--- src/rtl/irq_ctl_pkg.sv ---
package irq_ctl_pkg;
    // Field positions inside the control word
    localparam int unsigned EN_POS   = 0;
    localparam int unsigned PEND_POS = 1;
    localparam int unsigned SRST_POS = 8;

    typedef struct packed {
        logic en;
    } en_state_t;

    typedef struct packed {
        logic pulse;
    } srst_state_t;
endpackage

--- src/rtl/irq_en_reg.sv ---
module irq_en_reg (
    input  logic clk,
    input  logic rst_n,
    input  logic wr_stb,
    input  logic wr_val,
    input  logic wr_srst,
    output logic en_o
);
    import irq_ctl_pkg::*;

    en_state_t s_d, s_q;

    always_comb begin
        s_d = s_q;
        if (wr_stb && !wr_srst) begin
            s_d.en = wr_val;
        end
    end

    always_ff @(posedge clk or negedge rst_n) begin
        if (!rst_n) s_q <= '0;
        else        s_q <= s_d;
    end

    assign en_o = s_q.en;


    en_write_only_chk: assert property (@(posedge clk) disable iff (!rst_n)
        !wr_stb |=> $stable(en_o));


    srst_keeps_en_chk: assert property (@(posedge clk) disable iff (!rst_n)
        (wr_stb && wr_srst) |=> $stable(en_o));
endmodule

--- src/rtl/irq_srst_pulse.sv ---
module irq_srst_pulse (
    input  logic clk,
    input  logic rst_n,
    input  logic wr_stb,
    input  logic wr_srst,
    output logic pulse_o
);
    import irq_ctl_pkg::*;

    srst_state_t s_d, s_q;

    always_comb begin
        s_d       = s_q;
        s_d.pulse = wr_stb && wr_srst;
    end

    always_ff @(posedge clk or negedge rst_n) begin
        if (!rst_n) s_q <= '0;
        else        s_q <= s_d;
    end

    assign pulse_o = s_q.pulse;


    srst_cause_chk: assert property (@(posedge clk) disable iff (!rst_n)
        (wr_stb && wr_srst) |=> pulse_o);


    srst_single_chk: assert property (@(posedge clk) disable iff (!rst_n)
        !(wr_stb && wr_srst) |=> !pulse_o);
endmodule

--- src/rtl/irq_rd_port.sv ---
module irq_rd_port #(
    parameter int unsigned REG_W = 16
) (
    input  logic             clk,
    input  logic             rst_n,
    input  logic             rd_stb,
    input  logic             en_i,
    input  logic             pend_i,
    output logic [REG_W-1:0] rdata_o
);
    import irq_ctl_pkg::*;

    typedef struct packed {
        logic [REG_W-1:0] data;
    } rd_state_t;

    rd_state_t s_d, s_q;

    always_comb begin
        s_d      = '0;
        if (rd_stb) begin
            s_d.data[EN_POS]   = en_i;
            s_d.data[PEND_POS] = pend_i;
        end
    end

    always_ff @(posedge clk or negedge rst_n) begin
        if (!rst_n) s_q <= '0;
        else        s_q <= s_d;
    end

    assign rdata_o = s_q.data;


    rd_idle_zero_chk: assert property (@(posedge clk) disable iff (!rst_n)
        !rd_stb |=> (rdata_o == '0));


    rd_pend_chk: assert property (@(posedge clk) disable iff (!rst_n)
        rd_stb |=> (rdata_o[PEND_POS] == $past(pend_i)));


    rd_unused_chk: assert property (@(posedge clk) disable iff (!rst_n)
        $countones(rdata_o) <= 2 && rdata_o[REG_W-1:2] == '0);
endmodule

--- src/rtl/irq_ctl_reg.sv ---
module irq_ctl_reg #(
    parameter int unsigned REG_W = 16
) (
    input  logic             clk,
    input  logic             rst_n,
    input  logic             sel_i,
    input  logic             wr_en_i,
    input  logic             rd_en_i,
    input  logic [REG_W-1:0] wdata_i,
    output logic [REG_W-1:0] rdata_o,
    input  logic             pend_i,
    output logic             irq_o,
    output logic             srst_o
);
    import irq_ctl_pkg::*;

    localparam int unsigned LOW_GAP = SRST_POS - PEND_POS - 1;

    logic wr_stb, rd_stb, en_q;
    logic unused_wbits;

    assign wr_stb = sel_i && wr_en_i;
    assign rd_stb = sel_i && rd_en_i;
    assign unused_wbits = ^{wdata_i[REG_W-1:SRST_POS+1], wdata_i[PEND_POS +: LOW_GAP+1]};

    irq_en_reg u_en (
        .clk     (clk),
        .rst_n   (rst_n),
        .wr_stb  (wr_stb),
        .wr_val  (wdata_i[EN_POS]),
        .wr_srst (wdata_i[SRST_POS]),
        .en_o    (en_q)
    );

    irq_srst_pulse u_srst (
        .clk     (clk),
        .rst_n   (rst_n),
        .wr_stb  (wr_stb),
        .wr_srst (wdata_i[SRST_POS]),
        .pulse_o (srst_o)
    );

    irq_rd_port #(.REG_W(REG_W)) u_rd (
        .clk     (clk),
        .rst_n   (rst_n),
        .rd_stb  (rd_stb),
        .en_i    (en_q),
        .pend_i  (pend_i),
        .rdata_o (rdata_o)
    );

    assign irq_o = pend_i && en_q;


    irq_needs_pend_chk: assert property (@(posedge clk) disable iff (!rst_n)
        irq_o |-> pend_i);


    unsel_quiet_chk: assert property (@(posedge clk) disable iff (!rst_n)
        !sel_i |=> (!srst_o && rdata_o == '0));
endmodule

--- config.mk ---
export PLATFORM = sky130hd
export DESIGN_NAME = irq_ctl_reg
export DESIGN_NICKNAME = d
export VERILOG_FILES = /design/src/rtl/irq_ctl_pkg.sv /design/src/rtl/irq_en_reg.sv /design/src/rtl/irq_srst_pulse.sv /design/src/rtl/irq_rd_port.sv /design/src/rtl/irq_ctl_reg.sv
export SDC_FILE = /design/constraint.sdc
export NUM_CORES = 1
export LEC_CHECK = 0
export ABC_AREA = 1
export BUFFER_PORTS_ARGS = -buffer_cell sky130_fd_sc_hd__buf_4
export CORE_AREA = 2 2 39 41
export DETAILED_ROUTE_END_ITERATION = 12
export DIE_AREA = 0 0 41 43
export GPL_TIMING_DRIVEN = 0
export SLEW_MARGIN = 20
export SYNTH_ARGS = -nofsm -noshare
export SYNTH_HDL_FRONTEND = slang
export SYNTH_SLANG_ARGS = --single-unit
--- constraint.sdc ---
create_clock -name clk -period 1.1 [get_ports clk]
set_clock_uncertainty 0.2 [all_clocks]
set_input_delay 0.11 -clock clk [delete_from_list [all_inputs] [get_ports clk]]
set_output_delay 0.11 -clock clk [all_outputs]
set_load 0.005 [all_outputs]
==> flow_metrics.py <==
metrics = {
    "clock_tree": {
        "clockBufferDepth": 2,
        "path_clk_slew_ps": 40,
        "cts_tree": "done",
        "clkLatencyLatePin_ps": 230,
        "cts_made_buffers": 3,
        "htree_num_levels": 1,
        "cts_sinks": 4,
        "cts_root_buf": "clkbuf_4",
    },
    "power": {
        "p_sw_share_pct": 23.29,
        "powerDensity_nw_per_um2": 925.3,
        "combPwrFrac_pct": 30.9,
        "netSwitchingPower_uw": 116.2,
        "seqPwrFrac_pct": 33.0,
        "power.leakage_nw": 0.3257,
        "pwr-share-clk_pct": 36.2,
        "ir_drop_mv": 0.2381,
        "internal-power_uw": 382.8,
    },
    "worst_setup_path": {
        "worstPathMaxFanout": 2,
        "crit_path_max_incr_delay_ps": 390,
        "cp_data_arrival_time_ps": 820,
        "reg2reg_slack_ps": 10,
        "cp-start-kind": "flip-flop",
        "worstPathCellList": "nand2_1, inv_1, buf_6",
        "crit_path_top_delay_cell": "dfrtp_1",
        "cp-end-kind": "primary output",
        "worst_ep_required_time_ps": 790,
        "crit_type": "reg -> out",
    },
    "worst_hold_path": {
        "holdCritPathClass": "in -> async",
    },
    "synth": {
        "syn_area_um2": 261.5,
        "yosysUniqueCellTypes": 9,
        "avgSynthCellArea_um2": 8.717,
        "yosys_warnings": 0,
        "syn_inst": 30,
        "ys_seq_area_share_pct": 38.28,
        "ys_ff_latch": 4,
    },
    "place": {
        "place_area_um2": 412.9,
        "io_buffers": 11,
        "post-place-ws_ps": 189.6,
        "place.gp.congestion": 0.5443,
    },
    "sta": {
        "timing.final.ws_setup_ps": -33.84,
        "period_needed_ps": 1134,
        "period_share_pct": 103.1,
        "rsz0062_at_grt": "yes",
        "fmax_mhz": 882.0,
        "fin_setup_tns_ps": -33.84,
        "setup_viol": 1,
        "hold_violations": 0,
        "slew_viol_final": 0,
    },
    "run": {
        "drv_cap": 0,
    },
    "drt": {
        "drc": 0,
        "drt-pass1-iter-count": 1,
        "wl_per_cell_um": 8.354,
        "drt_iter0_markers": 0,
        "drtAntennaViolNets": 0,
        "dr_total_vias": 258,
        "via_per_inst": 3.146,
        "wirelength_um": 685,
    },
    "final_layout": {
        "final_layout_size_suffix_gt1_share_pct": 51.52,
        "area_delta_synth_final_pct": 106.2,
        "insertedDiodeCount": 0,
        "multi_input_area_um2": 102.6,
        "design_area_um2": 539.3,
        "final_common_cell": "buf_4",
        "fillers": 151,
        "layout_common_cells": "24 x buf_4, 14 x conb_1, 7 x dlygate4sd3_1",
        "nNetsFinal": 90,
        "ff_latch_area_um2": 100.1,
    },
    "floorplanning": {
        "die_area_um2": 1763,
        "coreArea_um2": 1384,
        "initial_core_util_pct": 18.90,
        "pin_count": 40,
        "die_w_um": 41,
        "fp-row-count": 14,
        "die_h_um": 43,
    },
    "global_routing": {
        "grt_use_total_pct": 7.816,
        "grt_pass1_wl_um": 897,
        "grt_pass1_vias": 240,
        "grt_max_degree": 6,
        "grt_antenna_before_repair": 0,
        "grt_overflow_total": 0,
    },
    "status": {
        "status": "complete, but fails checks",
        "violations": "negative setup slack",
    },
}
path summary, 6_finish.rpt:
kind | startpoint | to | cells past startpoint
setup / recovery | u_en.en_o$_DFFE_PN0P_ | irq_o | 3
hold / removal | rst_n | u_rd.rdata_o[0]$_DFF_PN0_ | 2
setup reg to reg | u_en.en_o$_DFFE_PN0P_ | u_rd.rdata_o[0]$_DFF_PN0_ | 3
hold reg to reg | u_en.en_o$_DFFE_PN0P_ | u_en.en_o$_DFFE_PN0P_ | 4
max in group asynchronous | rst_n | u_srst.pulse_o$_DFF_PN0_ | 2
min in group clk | pend_i | irq_o | 4
final cells by class:
cell class              count  share of cell area [%]
plain buffers              14                   19.49
flip-flops and latches      4                   18.56
well taps                  16                   3.712
clock buffers               3                   4.176
multi-input cells          23                   19.03
inverters                   2                   1.856
repair buffers             20                   33.18
cell families (layout without fill, tap and decap cells):
family	after synthesis	after routing	synth area share (%)
flops	4	4	38.28
simple gates	9	9	17.22
other cells	1	14	1.434
buf+inv	16	39	43.06
per-stage QoR:
step / hold WS [ps] / util (%) / power [mW] / std cells
6_report: 26.14 / 38.97 / 0.4990 / 82
5_1_grt: 31.77 / 38.97 / 0.5434 / 82
4_1_cts: 3.213 / 37.34 / 0.4872 / 81
3_5_place_dp: -290.8 / 29.84 / 0.2668 / 70
3_3_place_gp: -293.0 / 29.84 / 0.2660 / 70
2_1_floorplan: -385.6 / - / 0.2264 / 43
cell usage after synthesis:
cell type	n	area, um2
inv_1	2	7.510
nand4_1	1	6.260
conb_1	1	3.750
nor2_1	1	3.750
nand2_1	4	15.01
nand3_1	1	5.000
and3_2	2	15.01
dfrtp_1	4	100.1
buf_4	14	105.1
power by group through the flow:
stage	clock network, mW	registers (mW)	logic, mW
final	0.180	0.164	0.154
after floorplan	0	0.165	0.0609
after CTS	0.191	0.164	0.133
after global placement	0	0.166	0.100
after global routing	0.209	0.165	0.170
after detailed placement	0	0.166	0.100
sequential cells by signal, summed over array words and instances (netlist names):
name            count
u_en.en_o           1
u_srst.pulse_o      1
u_rd.rdata_o        2
critical path: cells and delay by family, from the launching register on:
family / cells / cell delay, ps
buffers and inverters: 2 / 140
flip-flops: 1 / 390
AND/OR/NAND/NOR: 1 / 60
what timing repair did:
item,in CTS,in global routing
buffers inserted,1,1
resized for setup,1,5
setup endpoints to repair,1,2
hold buffers,7,0
endpoints found under the hold margin,8,0
pin swaps,1,0
routing by layer:
layer  GRT usage [%]  part of all wire, %  up-vias
met4           6.000                    0        0
met5               0                    0        -
li1                -                    -      136
met3           3.141                   13        0
met2           13.75                   52       19
met1           6.070                   35      103
Note: power is estimated with default switching activity, not from simulation.
